--- config.mk ---
export PLATFORM = sky130hd
export DESIGN_NAME = uart_linectl_bank
export DESIGN_NICKNAME = d
export VERILOG_FILES = /design/src/rtl/ulc_pkg.sv /design/src/rtl/ulc_shadow.sv /design/src/rtl/ulc_decode.sv /design/src/rtl/ulc_rxstat.sv /design/src/rtl/uart_linectl_bank.sv
export SDC_FILE = /design/constraint.sdc
export NUM_CORES = 1
export LEC_CHECK = 0
export BUFFER_PORTS_ARGS = -buffer_cell sky130_fd_sc_hd__buf_2
export CAP_MARGIN = 20
export CORE_ASPECT_RATIO = 1.4
export CORE_MARGIN = 1.5
export CORE_UTILIZATION = 50
export CTS_BUF_LIST = sky130_fd_sc_hd__clkbuf_4
export DETAILED_ROUTE_END_ITERATION = 10
export PLACE_DENSITY = 0.82
export SYNTH_ARGS = -nofsm -noshare
export SYNTH_HDL_FRONTEND = slang
export SYNTH_SLANG_ARGS = --single-unit
--- constraint.sdc ---
create_clock -name clk -period 1.32 [get_ports clk]
set_clock_uncertainty 0.1 [all_clocks]
set_input_delay 0.132 -clock clk [delete_from_list [all_inputs] [get_ports clk]]
set_output_delay 0.132 -clock clk [all_outputs]
set_load 0.05 [all_outputs]
--- src/rtl/ulc_pkg.sv ---
package ulc_pkg;
   localparam int NUM_REGS = 4;
   localparam int IDX_STAT = 0;
   localparam int IDX_LO   = 1;
   localparam int IDX_MID  = 2;
   localparam int IDX_HI   = 3;

   localparam int POS_BRK  = 0;
   localparam int POS_PEN  = 1;
   localparam int POS_EVEN = 2;
   localparam int POS_STP2 = 3;
   localparam int POS_FIFO = 4;
   localparam int POS_WLEN = 5;
   localparam int MIN_HI_W = 7;

   typedef struct packed {
      logic [3:0] data_bits;
      logic       parity_en;
      logic       parity_even;
      logic       two_stop;
      logic       fifo_en;
      logic       brk_en;
   } line_ctl_t;
endpackage

--- src/rtl/ulc_shadow.sv ---
module ulc_shadow #(
   parameter int LANE_W = 8,
   parameter int HIGH_W = 7,
   localparam int NREG   = ulc_pkg::NUM_REGS,
   localparam int WORD_W = HIGH_W + 2 * LANE_W
) (
   input  logic                   clk,
   input  logic                   rst_n,
   input  logic [NREG-1:0]        wr_be,
   input  logic [NREG*LANE_W-1:0] wdata,
   output logic [LANE_W-1:0]      hold_lo,
   output logic [LANE_W-1:0]      hold_mid,
   output logic [WORD_W-1:0]      live_word
);
   logic [LANE_W-1:0] hold_q   [2];
   logic [LANE_W-1:0] hold_nxt [2];

   // one holding register per divisor byte
   for (genvar g = 0; g < 2; g++) begin : g_hold
      localparam int LANE = ulc_pkg::IDX_LO + g;
      always_comb begin
         hold_nxt[g] = wr_be[LANE] ? wdata[LANE*LANE_W +: LANE_W] : hold_q[g];
      end
      always_ff @(posedge clk or negedge rst_n) begin
         if (!rst_n) hold_q[g] <= '0;
         else        hold_q[g] <= hold_nxt[g];
      end
   end

   assign hold_lo  = hold_q[0];
   assign hold_mid = hold_q[1];

   // commit picks up same-cycle divisor writes through hold_nxt
   always_ff @(posedge clk or negedge rst_n) begin
      if (!rst_n) begin
         live_word <= '0;
      end else if (wr_be[ulc_pkg::IDX_HI]) begin
         live_word <= {wdata[ulc_pkg::IDX_HI*LANE_W +: HIGH_W], hold_nxt[1], hold_nxt[0]};
      end
   end
endmodule

--- src/rtl/ulc_decode.sv ---
module ulc_decode #(
   parameter int HIGH_W = 7
) (
   input  logic [HIGH_W-1:0]     fmt,
   output ulc_pkg::line_ctl_t    ctl
);
   import ulc_pkg::*;
   logic [1:0] wlen;
   assign wlen = fmt[POS_WLEN +: 2];

   always_comb begin
      ctl.data_bits   = 4'd5 + {2'b00, wlen};
      ctl.parity_en   = fmt[POS_PEN];
      ctl.parity_even = fmt[POS_EVEN];
      ctl.two_stop    = fmt[POS_STP2];
      ctl.fifo_en     = fmt[POS_FIFO];
      ctl.brk_en      = fmt[POS_BRK];
   end

   if (HIGH_W > MIN_HI_W) begin : g_wide
      logic [HIGH_W-MIN_HI_W-1:0] unused_fmt_hi;
      assign unused_fmt_hi = fmt[HIGH_W-1:MIN_HI_W];
   end
endmodule

--- src/rtl/ulc_rxstat.sv ---
module ulc_rxstat (
   input  logic clk,
   input  logic rst_n,
   input  logic fifo_mode,
   input  logic stat_wr,
   input  logic rx_done,
   input  logic rx_stop_bit,
   input  logic rx_head_adv,
   input  logic rx_head_ferr,
   output logic ferr
);
   logic direct_set;
   assign direct_set = !fifo_mode && rx_done && !rx_stop_bit;

   always_ff @(posedge clk or negedge rst_n) begin
      if (!rst_n)                        ferr <= 1'b0;
      else if (fifo_mode && rx_head_adv) ferr <= rx_head_ferr;
      else if (direct_set)               ferr <= 1'b1;
      else if (stat_wr)                  ferr <= 1'b0;
   end
endmodule

--- src/rtl/uart_linectl_bank.sv ---
module uart_linectl_bank #(
   parameter int LANE_W = 8,
   parameter int HIGH_W = 7,
   localparam int NREG   = ulc_pkg::NUM_REGS,
   localparam int AW     = $clog2(NREG),
   localparam int DIV_W  = 2 * LANE_W,
   localparam int WORD_W = HIGH_W + DIV_W
) (
   input  logic                   clk,
   input  logic                   rst_n,
   input  logic [NREG-1:0]        wr_be,
   input  logic [NREG*LANE_W-1:0] wdata,
   input  logic [AW-1:0]          rd_addr,
   output logic [LANE_W-1:0]      rdata,
   input  logic                   rx_done,
   input  logic                   rx_stop_bit,
   input  logic                   rx_head_adv,
   input  logic                   rx_head_ferr,
   output logic [DIV_W-1:0]       baud_div,
   output logic [3:0]             data_bits,
   output logic                   parity_en,
   output logic                   parity_even,
   output logic                   two_stop,
   output logic                   fifo_en,
   output logic                   brk_en,
   output logic                   frame_err
);
   import ulc_pkg::*;

   if (HIGH_W < MIN_HI_W) begin : g_chk_hi
      $error("HIGH_W must hold the full format field");
   end
   if (HIGH_W > LANE_W) begin : g_chk_lane
      $error("HIGH_W must fit in one register lane");
   end

   logic [LANE_W-1:0] hold_lo, hold_mid;
   logic [WORD_W-1:0] live_word;
   line_ctl_t         ctl;
   logic [LANE_W-1:0] unused_stat_data;

   assign unused_stat_data = wdata[IDX_STAT*LANE_W +: LANE_W];

   ulc_shadow #(.LANE_W(LANE_W), .HIGH_W(HIGH_W)) u_shadow (
      .clk(clk), .rst_n(rst_n), .wr_be(wr_be), .wdata(wdata),
      .hold_lo(hold_lo), .hold_mid(hold_mid), .live_word(live_word)
   );

   ulc_decode #(.HIGH_W(HIGH_W)) u_decode (
      .fmt(live_word[WORD_W-1:DIV_W]), .ctl(ctl)
   );

   ulc_rxstat u_rxstat (
      .clk(clk), .rst_n(rst_n), .fifo_mode(ctl.fifo_en),
      .stat_wr(wr_be[IDX_STAT]), .rx_done(rx_done), .rx_stop_bit(rx_stop_bit),
      .rx_head_adv(rx_head_adv), .rx_head_ferr(rx_head_ferr), .ferr(frame_err)
   );

   if (HIGH_W < LANE_W) begin : g_hi_pad
      logic [LANE_W-HIGH_W-1:0] unused_hi_wdata;
      assign unused_hi_wdata = wdata[IDX_HI*LANE_W+HIGH_W +: LANE_W-HIGH_W];
   end

   // reads are combinational; the format register keeps only MIN_HI_W live bits
   always_comb begin
      rdata = '0;
      case (rd_addr)
         AW'(IDX_STAT): rdata[0] = frame_err;
         AW'(IDX_LO):   rdata = hold_lo;
         AW'(IDX_MID):  rdata = hold_mid;
         default:       rdata[MIN_HI_W-1:0] = live_word[DIV_W +: MIN_HI_W];
      endcase
   end

   assign baud_div    = live_word[DIV_W-1:0];
   assign data_bits   = ctl.data_bits;
   assign parity_en   = ctl.parity_en;
   assign parity_even = ctl.parity_even;
   assign two_stop    = ctl.two_stop;
   assign fifo_en     = ctl.fifo_en;
   assign brk_en      = ctl.brk_en;
endmodule

==> flow_summary_export.csv, run 1 <==
group,metric,value,unit
outcome,status,"finished with violations",
outcome,failed_checks,"setup timing",
detailed_routing,firstDrtPassIters,4,
detailed_routing,vias,1391,
run,cap_violations,0,
detailed_routing,wl_met3,227,um
setup_path,reg2reg_depth,3,
die,fp.coreArea,0.00371,mm^2
timing,max_freq,0.555,GHz
setup_path,crit_path_start_kind,"flip-flop",
power_and_ir_drop,p_int,2.32,mW
global_routing,grt_pass1_vias,1521,
global_routing,antenna_found_initial,0,
setup_path,critical_path.top_delay_family,"flip-flops",
setup_path,timing.rr.start,"u_shadow.hold_mid[3]$_DFF_PN0_",
timing,rsz0062_at_grt,"true",
logic_synthesis,synth-edff-count,0,
power_and_ir_drop,p_clk_share,21.9,%
finish,fin_area,0.00288,mm^2
die,row_count,26,
timing,fin_crit_sh,136,%
die,die_width,56.2,um
logic_synthesis,ys_seq_elements,40,
detailed_routing,drc_errors,0,
cts,htree_levels,2,
power_and_ir_drop,p_sw_share,35.5,%
min_path,min_path_cells,3,
logic_synthesis,yosysWarnings,0,
logic_synthesis,avgSynthCellArea,14.0,um^2
placement,io_buffers,68,
cts,clkTransAtPathRegs,0.12,ns
logic_synthesis,synth_top_family_by_area,"multiplexers",
cts,root_buffer,"clkbuf_4",
detailed_routing,drt-met1-wl,1770,um
timing,setup_violations,11,
power_and_ir_drop,seq_power_share,41.4,%
setup_path,worstPathArrival,1.57,ns
detailed_routing,detail_route.wl_per_cell,16.6,um
timing,timing.final.ws_setup,-0.481,ns
setup_path,end_kind,"output pin",
timing,maxSlewHeadroom,74.6,%
power_and_ir_drop,p_leak,1.40,nW
logic_synthesis,synth_adder_area_share,3.16,%
detailed_routing,wl_met2,2440,um
logic_synthesis,synth_cell_types,20,
logic_synthesis,muxShareOfSynthArea,27.6,%
min_path,hold_class,"in -> reg",
finish,diodes,0,
setup_path,critical_path_class,"reg -> out",
setup_path,startpoint,"u_shadow.hold_lo[0]$_DFF_PN0_",
logic_synthesis,synthFlopType,"dfrtp_1",
logic_synthesis,ys_seq_area_share,50.6,%
die,chipHeight,77.4,um
placement,place_inst,237,
die,io-pin-count,78,
detailed_routing,top_layer,"met4",
finish,nets,280,
setup_path,cp_max_fo,2,
cts,cts_buffers,5,
placement,place_area,0.00238,mm^2
setup_path,critPathRequiredTime,1.09,ns
setup_path,r2r_slack,0.02,ns
detailed_routing,drt-vias-per-instance,5.08,
placement,dp_hpwl,3220,um
power_and_ir_drop,ir_drop,1.36,mV
logic_synthesis,synthXorXnorAreaFrac,0,%
die,initial_core_util,53.4,%
detailed_routing,totalWireLength,4550,um
detailed_routing,drtAntennaViolNets,0,
global_routing,grt_usage,22.6,%
timing,tns,-1.69,ns
setup_path,critPathSlowestCell,"dfrtp_1",
timing,hold_viol,0,
cts,clock_latency,0.34,ns
cts,cts.sinks,40,
logic_synthesis,synthesis.nets,190,
global_routing,grt_max_degree,41,
setup_path,crit_chain,"a222oi_1 > buf_4 > mux2i_4 > buf_6",
cts,tritoncts,"built",
cts,clockBufferDepth,2,
power_and_ir_drop,combPwrFrac,36.7,%
logic_synthesis,yosys.area_share.simple,2.65,%
timing,hold_ws,0.0163,ns
logic_synthesis,async_flop_share,100,%
setup_path,cp.depth,4,
power_and_ir_drop,netSwitchingPower,1.28,mW
global_routing,grt_pass1_wl,7510,um
setup_path,r2r_end,"u_shadow.live_word[11]$_DFFE_PN0P_",
finish,area_growth,45.6,%
finish,drive_above_1_share,64.7,%
logic_synthesis,syn_area,0.00198,mm^2
logic_synthesis,synthCells,141,
placement,gp_congestion,0.710,
finish,instances_no_fill,274,
timing,drv_slew,0,
power_and_ir_drop,pwr_density_cell,1250,mW/mm^2
setup_path,crit_buf_inv,2,
timing,tightest_slew,0.381,ns
detailed_routing,drt_first_iter_violations,18,
timing,min_period,1.80,ns
setup_path,cp-endpoint,"rdata[0]",
global_routing,overflow,0,
die,dieArea,0.00435,mm^2
logic_synthesis,synth_compound_gate_area_share,6.26,%
setup_path,critical-path-max-stage-delay,0.41,ns
-- synthesized netlist by cell type, drive strengths merged (3+ instances only) --
library cell	number	area, um^2
a22oi	6	45.0
buf	21	163
clkbuf	3	11.3
dfrtp	40	1000
ha	5	62.6
inv	5	18.8
mux2	37	537
nand2	7	26.3
nor2b	3	18.8
o21ai	7	35.0
-- registers in the layout (all words and copies together) (netlist names) --
signal / count
u_rxstat.ferr: 1
u_shadow.live_word: 23
u_shadow.hold_mid: 8
u_shadow.hold_lo: 8
-- per-stage QoR --
stage / utilization, % / setup WS [ns] / power, mW
detailed placement: 64.2 / -0.213 / 2.65
global placement: 64.2 / -0.116 / 2.62
CTS: 77.4 / -0.417 / 3.61
global route: 77.7 / -0.532 / 3.76
finish: 77.7 / -0.481 / 3.59
floorplan: - / -0.0745 / 2.45
-- placed cells by master (no fill, tap or decap), types with 2 or more instances in the layout --
cell            n
a22oi_2         6
buf_12          2
buf_2          54
buf_4          12
buf_6           9
buf_8           3
clkbuf_4        6
dfrtp_1        38
dfrtp_2         2
dlygate4sd3_1  26
ha_1            2
ha_4            2
inv_1           2
inv_2           2
mux2_2          5
mux2_4         32
nand2_1         7
nor2b_1         2
o21ai_0         2
o21ai_2         3
o21ai_4         2
-- final cells by class --
type | count | area [um^2]
Sequential cell | 40 | 1000
Multi-Input combinational cell | 72 | 910
Fill cell | 223 | 827
Timing Repair Buffer | 107 | 815
Tap cell | 42 | 52.6
Clock inverter | 3 | 42.5
Clock buffer | 5 | 37.5
Inverter | 5 | 21.3
-- worst min path at each step --
stage / startpoint / end
2_1_floorplan: rst_n / u_rxstat.ferr$_DFFE_PN0P_
3_3_place_gp: rst_n / u_shadow.live_word[0]$_DFFE_PN0P_
3_5_place_dp: rst_n / u_shadow.live_word[0]$_DFFE_PN0P_
4_1_cts: rx_head_ferr / u_rxstat.ferr$_DFFE_PN0P_
5_1_grt: rx_head_ferr / u_rxstat.ferr$_DFFE_PN0P_
6_report: rx_head_ferr / u_rxstat.ferr$_DFFE_PN0P_
-- worst register-to-register path, cell delays in order, from the launching register on --
cell and delay, ns:
dfrtp_1 0.43, buf_4 0.15, mux2_4 0.26, mux2_4 0.25
-- routing by layer --
metal  GRT usage, %  up-vias
met4           8.81        0
met5              0        -
li1               -      657
met1           25.2      677
met3           6.33       11
met2           40.2       46
-- cells by family after synthesis --
family          count (synthesis)
flops                          40
simple gates                   11
compound gates                 18
fa+ha+maj                       5
mux                            38
buf+inv                        29
-- power by group through the flow --
stage               combinational, mW  clock, mW  sequential [mW]
floorplan                       0.915          0             1.53
global placement                 1.13          0             1.49
detailed placement               1.15          0             1.50
CTS                              1.32      0.811             1.49
global route                     1.38      0.876             1.51
finish                           1.32      0.788             1.49
-- timing repair --
action                     CTS  global route
resized for setup           38             1
hold endpoints to repair    64             0
pin swaps                    6             4
hold buffers                26             0
setup endpoints to repair   13            13
setup buffers                2             1
Power figures use the tool's default switching activity.
==> run 2: changes to the inputs <==
--- a/config.mk
+++ b/config.mk
@@ -9,10 +9,10 @@
 export CAP_MARGIN = 20
 export CORE_ASPECT_RATIO = 1.4
 export CORE_MARGIN = 1.5
-export CORE_UTILIZATION = 50
+export CORE_UTILIZATION = 54
 export CTS_BUF_LIST = sky130_fd_sc_hd__clkbuf_4
 export DETAILED_ROUTE_END_ITERATION = 10
-export PLACE_DENSITY = 0.82
+export PLACE_DENSITY = 0.87
 export SYNTH_ARGS = -nofsm -noshare
 export SYNTH_HDL_FRONTEND = slang
 export SYNTH_SLANG_ARGS = --single-unit
==> constraint.sdc (replaced) <==
create_clock -name clk -period 2.1 [get_ports clk]
set_clock_uncertainty 0.1 [all_clocks]
set_input_delay 0.21 -clock clk [delete_from_list [all_inputs] [get_ports clk]]
set_output_delay 0.21 -clock clk [all_outputs]
set_load 0.05 [all_outputs]
==> run 2 against run 1 <==
Compared with the run above: global-route usage decreased by 0.97 points; register-to-register slack improved by 0.92 ns; final cell count decreased by 5.8%; flip-flop and latch count unchanged; via count decreased by 4.9%; the flow now finishes without violations; first-iteration DRC count increased by 39%; sequential power decreased by 38%; wire length decreased by 10%; count of clock-buffer cells in the layout unchanged; critical path type unchanged; critical endpoint unchanged; clock power decreased by 52%; combinational power decreased by 47%; die area decreased by 7.1%.
==> flow_summary_export.csv, run 2 (same netlist as run 1, synthesis figures left out) <==
group,metric,value,unit
outcome,status,"complete, no violations",
die,initial_core_util,57.5,%
timing,tightest_slew,0.856,ns
timing,drv_slew,0,
die,chipHeight,74.6,um
timing,timing.final.ws_setup,0.355,ns
timing,maxSlewHeadroom,42.9,%
die,row_count,25,
power_and_ir_drop,netSwitchingPower,0.760,mW
setup_path,r2r_slack,0.94,ns
cts,cts_setup_buffers,0,
timing,min_period,1.74,ns
global_routing,grt_usage,21.7,%
setup_path,critPathRequiredTime,1.79,ns
power_and_ir_drop,pwr_density_cell,802,mW/mm^2
setup_path,r2r_end,"u_shadow.live_word[3]$_DFFE_PN0P_",
timing,max_freq,0.573,GHz
finish,final_cell_mix,"buf_2, dfrtp_1, mux2_4, dlygate4sd3_1, nand2_1",
global_routing,grt_pass1_vias,1315,
setup_path,end_kind,"output pin",
finish,fin_area,0.00250,mm^2
cts,root_buffer,"clkbuf_4",
placement,place_inst,226,
timing,rsz0062_at_grt,"false",
cts,clkTransAtPathRegs,0.11,ns
power_and_ir_drop,p_leak,1.27,nW
placement,io_buffers,68,
power_and_ir_drop,combPwrFrac,35.2,%
min_path,min_path_cells,3,
placement,place_area,0.00220,mm^2
cts,clockBufferDepth,2,
detailed_routing,vias,1323,
timing,hold_ws,0.123,ns
global_routing,grt_pass1_wl,6130,um
finish,layout_commonest_cell,"buf_2",
setup_path,timing.rr.start,"u_shadow.hold_lo[3]$_DFF_PN0_",
finish,diodes,0,
power_and_ir_drop,p_total,2.00,mW
cts,clock_latency,0.34,ns
finish,fin_util,72.7,%
min_path,hold_end,"u_rxstat.ferr$_DFFE_PN0P_",
setup_path,reg2reg_depth,2,
die,die_width,54.2,um
finish,top_register,"u_shadow.live_word",
die,fp.coreArea,0.00344,mm^2
setup_path,critical_path_class,"reg -> out",
die,dieArea,0.00404,mm^2
placement,dp_hpwl,2700,um
detailed_routing,drc_errors,0,
finish,area_growth,26.3,%
detailed_routing,firstDrtPassIters,4,
power_and_ir_drop,p_sw_share,37.9,%
global_routing,antenna_found_initial,0,
power_and_ir_drop,p_clk_share,18.7,%
setup_path,cp_max_fo,2,
finish,instances_no_fill,258,
finish,drive_above_1_share,52.3,%
cts,cts.sinks,40,
die,io-pin-count,78,
timing,setup_violations,0,
setup_path,crit_path_start_kind,"flip-flop",
finish,largest_register_ffs,23,
min_path,hold_start,"wr_be[0]",
cts,cts_buffers,5,
power_and_ir_drop,seq_power_share,46.1,%
placement,dpl_worst_slack,0.447,ns
run,cap_violations,0,
cts,htree_levels,2,
power_and_ir_drop,ir_drop,0.692,mV
power_and_ir_drop,p_int,1.25,mW
timing,fin_crit_sh,83.1,%
setup_path,worstPathArrival,1.43,ns
detailed_routing,drtAntennaViolNets,0,
timing,hold_viol,0,
min_path,hold_class,"in -> reg",
timing,tns,0,ns
detailed_routing,drt_first_iter_violations,25,
detailed_routing,drt-vias-per-instance,5.13,
detailed_routing,detail_route.wl_per_cell,15.9,um
cts,tritoncts,"built",
global_routing,overflow,0,
detailed_routing,totalWireLength,4100,um
placement,gp_congestion,0.784,
global_routing,grt_max_degree,41,
finish,nets,266,
-- run 2: critical path, stage by stage, from the launching register on --
cell,delay [ns]
dfrtp_1,0.41
a222oi_1,0.35
mux2i_1,0.11
buf_2,0.23
-- run 2: layout make-up --
| cell class | instances | area (um^2) |
|---|---|---|
| tap | 40 | 50.0 |
| clock inverter | 3 | 18.8 |
| timing repair buffer | 93 | 588 |
| clock buffer | 5 | 37.5 |
| inverter | 5 | 18.8 |
| sequential | 40 | 1000 |
| multi-input combinational | 72 | 786 |
| fill | 246 | 941 |
-- run 2: power groups by stage --
stage	clock network [mW]	logic (mW)	registers (mW)
after global routing	0.426	0.740	0.934
after CTS	0.389	0.702	0.922
after detailed placement	0	0.669	0.936
after floorplan	0	0.546	0.963
after global placement	0	0.659	0.934
final	0.376	0.706	0.923
-- run 2: how the worst max path moves through the flow --
stage                             startpoint  slack (ns)  cells past startpoint  endpoint
2_1_floorplan      u_rxstat.ferr$_DFFE_PN0P_        0.23                      2  rdata[0]
3_3_place_gp                      rd_addr[0]        0.45                      6  rdata[0]
3_5_place_dp                      rd_addr[1]        0.45                      6  rdata[0]
4_1_cts        u_shadow.hold_lo[0]$_DFF_PN0_        0.34                      3  rdata[0]
5_1_grt        u_shadow.hold_lo[0]$_DFF_PN0_        0.29                      3  rdata[0]
6_report       u_shadow.hold_lo[0]$_DFF_PN0_        0.36                      3  rdata[0]
-- run 2: routing by layer --
layer	up-vias	share of wire (%)	routed length (um)	track usage (%)
li1	623	-	-	-
met1	638	40	1640	25.9
met2	48	53	2160	34.9
met3	14	4.0	164	6.35
met4	0	3.4	139	11.1
met5	-	0	0	0
-- run 2: what timing repair did --
action | in CTS | in global routing
hold buffers | 22 | 2
gates resized for setup | 0 | 0
endpoints found under the hold margin | 61 | 2
==> run 3: changes to the inputs <==
--- a/config.mk
+++ b/config.mk
@@ -5,14 +5,15 @@
 export SDC_FILE = /design/constraint.sdc
 export NUM_CORES = 1
 export LEC_CHECK = 0
+export ABC_AREA = 1
 export BUFFER_PORTS_ARGS = -buffer_cell sky130_fd_sc_hd__buf_2
 export CAP_MARGIN = 20
 export CORE_ASPECT_RATIO = 1.4
 export CORE_MARGIN = 1.5
-export CORE_UTILIZATION = 54
+export CORE_UTILIZATION = 46
 export CTS_BUF_LIST = sky130_fd_sc_hd__clkbuf_4
 export DETAILED_ROUTE_END_ITERATION = 10
-export PLACE_DENSITY = 0.87
+export PLACE_DENSITY = 0.78
 export SYNTH_ARGS = -nofsm -noshare
 export SYNTH_HDL_FRONTEND = slang
 export SYNTH_SLANG_ARGS = --single-unit
==> constraint.sdc (replaced) <==
create_clock -name clk -period 1.4 [get_ports clk]
set_clock_uncertainty 0.1 [all_clocks]
set_input_delay 0.14 -clock clk [delete_from_list [all_inputs] [get_ports clk]]
set_output_delay 0.14 -clock clk [all_outputs]
set_load 0.05 [all_outputs]
==> run 3 against run 2 <==
Compared with the run above: the flow now finishes with violations (setup timing); sequential power increased by 45%; hold slack got worse by 0.12 ns; sequential share of layout area decreased by 5.2 points; register-to-register slack got worse by 0.62 ns; synthesized area increased by 5.3%; wire length increased by 22%; critical endpoint unchanged.
==> flow_summary_export.csv, run 3 <==
group,metric,value,unit
logic_synthesis,synth_cell_types,15,
logic_synthesis,synth_common_cells,"nand2_1, inv_1, dfrtp_1, nand3_1, buf_4",
timing,maxSlewHeadroom,79.7,%
timing,hold_viol,0,
cts,tritoncts,"built",
global_routing,grt_usage,21.7,%
die,fp.coreArea,0.00427,mm^2
logic_synthesis,netlist.area_leader.share,48.0,%
cts,htree_levels,2,
setup_path,critPathRequiredTime,1.16,ns
setup_path,critPathSlowestCell,"dfrtp_1",
logic_synthesis,syn_area,0.00208,mm^2
placement,place_area,0.00244,mm^2
detailed_routing,wl_met3,167,um
detailed_routing,drt-vias-per-instance,4.57,
logic_synthesis,synth_area_leaders,"dfrtp_1, nand2_1, inv_1",
global_routing,antenna_found_initial,0,
die,row_count,28,
logic_synthesis,async_flop_share,100,%
finish,fin_area,0.00287,mm^2
outcome,status,"finished with violations",
detailed_routing,totalWireLength,4990,um
placement,place_inst,380,
power_and_ir_drop,pwr_density_cell,1090,mW/mm^2
detailed_routing,drtAntennaViolNets,0,
finish,layout_commonest_cell,"nand2_1",
finish,top_register,"u_shadow.live_word",
detailed_routing,top_layer,"met4",
die,dieArea,0.00495,mm^2
outcome,failed_checks,"setup timing",
setup_path,crit_chain,"nand2_1 > nand2_1 > nor2_2 > nor2_4 > buf_6",
global_routing,overflow,0,
die,initial_core_util,48.8,%
setup_path,critical-path-max-stage-delay,0.42,ns
finish,fin_util,67.2,%
placement,dp_hpwl,3250,um
finish,diodes,0,
logic_synthesis,synthesis.nets,321,
detailed_routing,firstDrtPassIters,4,
logic_synthesis,synth_most_common_cell,"nand2_1",
power_and_ir_drop,p_sw_share,36.3,%
timing,tns,-0.217,ns
power_and_ir_drop,ir_drop,0.599,mV
setup_path,crit_path_frequent_cell,"nand2_1",
detailed_routing,wl_met2,2700,um
min_path,hold_class,"in -> reg",
die,io-pin-count,78,
logic_synthesis,synth-edff-count,0,
power_and_ir_drop,p_clk_share,23.8,%
power_and_ir_drop,netSwitchingPower,1.14,mW
setup_path,crit_path_start_kind,"flip-flop",
finish,instances_no_fill,414,
setup_path,critical_path_class,"reg -> out",
cts,clock_latency,0.34,ns
power_and_ir_drop,combPwrFrac,33.5,%
timing,rsz0062_at_grt,"true",
finish,final_cell_mix,"nand2_1, buf_2, inv_1, dfrtp_1",
cts,cts.sinks,40,
cts,clkTransAtPathRegs,0.12,ns
detailed_routing,drt_first_iter_violations,49,
global_routing,grt_pass1_wl,8170,um
die,chipHeight,82.7,um
timing,drv_slew,0,
detailed_routing,drc_errors,0,
run,cap_violations,0,
placement,gp_congestion,0.818,
logic_synthesis,ys_seq_area_share,48.0,%
logic_synthesis,synthCells,272,
global_routing,grt_max_degree,41,
cts,cts_buffers,5,
cts,root_buffer,"clkbuf_4",
setup_path,critical_path.top_delay_family,"flip-flops",
setup_path,worstPathArrival,1.22,ns
power_and_ir_drop,p_int,1.99,mW
timing,fin_crit_sh,104,%
cts,clockBufferDepth,2,
logic_synthesis,synth_top_cell_by_area,"dfrtp_1",
setup_path,crit_buf_inv,1,
die,die_width,59.9,um
logic_synthesis,avgSynthCellArea,7.66,um^2
placement,io_buffers,68,
power_and_ir_drop,seq_power_share,42.7,%
finish,largest_register_ffs,23,
detailed_routing,detail_route.wl_per_cell,12.0,um
timing,timing.final.ws_setup,-0.0620,ns
timing,setup_violations,6,
logic_synthesis,ys_seq_elements,40,
detailed_routing,drt-met1-wl,2020,um
timing,tightest_slew,0.304,ns
timing,max_freq,0.684,GHz
detailed_routing,vias,1892,
global_routing,grt_pass1_vias,1935,
finish,nets,402,
setup_path,end_kind,"output pin",
finish,drive_above_1_share,30.2,%
power_and_ir_drop,p_leak,1.62,nW
finish,area_growth,37.8,%
timing,min_period,1.46,ns
logic_synthesis,yosysWarnings,0,
logic_synthesis,synthFlopType,"dfrtp_1",
setup_path,cp_max_fo,2,
-- run 3: final cells by class --
class / count / area [um^2]
clock buffers: 5 / 37.5
multi-input cells: 162 / 825
flip-flops and latches: 40 / 1000
well taps: 60 / 75.1
repair buffers: 99 / 728
clock inverters: 3 / 37.5
inverters: 45 / 169
fillers: 366 / 1400
-- run 3: tightest hold or removal path: cells and delay by family --
family	cells	cell delay, ns
simple gates	2	0.18
buf+inv	2	0.10
-- run 3: path summary, 6_finish.rpt --
path / from / slack, ns / end / cells past startpoint
min in group asynchronous: rst_n / 0.18 / u_shadow.live_word[16]$_DFFE_PN0P_ / 3
hold / removal: wdata[8] / 0.005 / u_shadow.hold_lo[0]$_DFF_PN0_ / 4
hold reg to reg: u_shadow.live_word[14]$_DFFE_PN0P_ / 0.39 / u_shadow.live_word[14]$_DFFE_PN0P_ / 2
setup reg to reg: u_shadow.hold_lo[6]$_DFF_PN0_ / 0.32 / u_shadow.hold_lo[6]$_DFF_PN0_ / 5
setup / recovery: u_rxstat.ferr$_DFFE_PN0P_ / -0.06 / rdata[0] / 5
max in group asynchronous: rst_n / 0.82 / u_shadow.hold_lo[6]$_DFF_PN0_ / 3
-- run 3: what timing repair did --
action,CTS,global route
endpoints found under the hold margin,53,0
pin swaps,3,2
endpoints found under the setup margin,11,14
buffers inserted,4,4
gates resized for setup,25,15
hold buffers,19,0
cloned,0,0
-- run 3: per-layer routing --
metal	up-vias	track usage, %
li1	955	-
met1	881	24.7
met2	46	39.0
met3	10	3.27
met4	0	9.78
met5	-	0
-- run 3: per-stage QoR --
step           hold WS, ns  setup slack (ns)  power (mW)
2_1_floorplan       -0.256            -0.114        2.08
3_3_place_gp        0.0249           -0.0460        2.24
3_5_place_dp        0.0286           -0.0512        2.25
4_1_cts           0.000526           -0.0897        3.09
5_1_grt            0.00254            -0.138        3.29
6_report           0.00482           -0.0620        3.13
-- run 3: power by group through the flow --
stage | sequential (mW) | combinational (mW) | clock [mW]
after detailed placement | 1.36 | 0.894 | 0
final | 1.34 | 1.05 | 0.744
after CTS | 1.33 | 1.01 | 0.755
after global routing | 1.35 | 1.13 | 0.808
after floorplan | 1.40 | 0.678 | 0
after global placement | 1.36 | 0.880 | 0
-- run 3: kinds of logic after synthesis --
group / after synthesis / synth area share [%]
AND/OR/NAND/NOR: 144 / 29.3
buffers and inverters: 70 / 16.4
flip-flops: 40 / 48.0
AO/OA/AOI/OAI: 13 / 3.24
adder cells (fa/ha/maj): 5 / 3.00
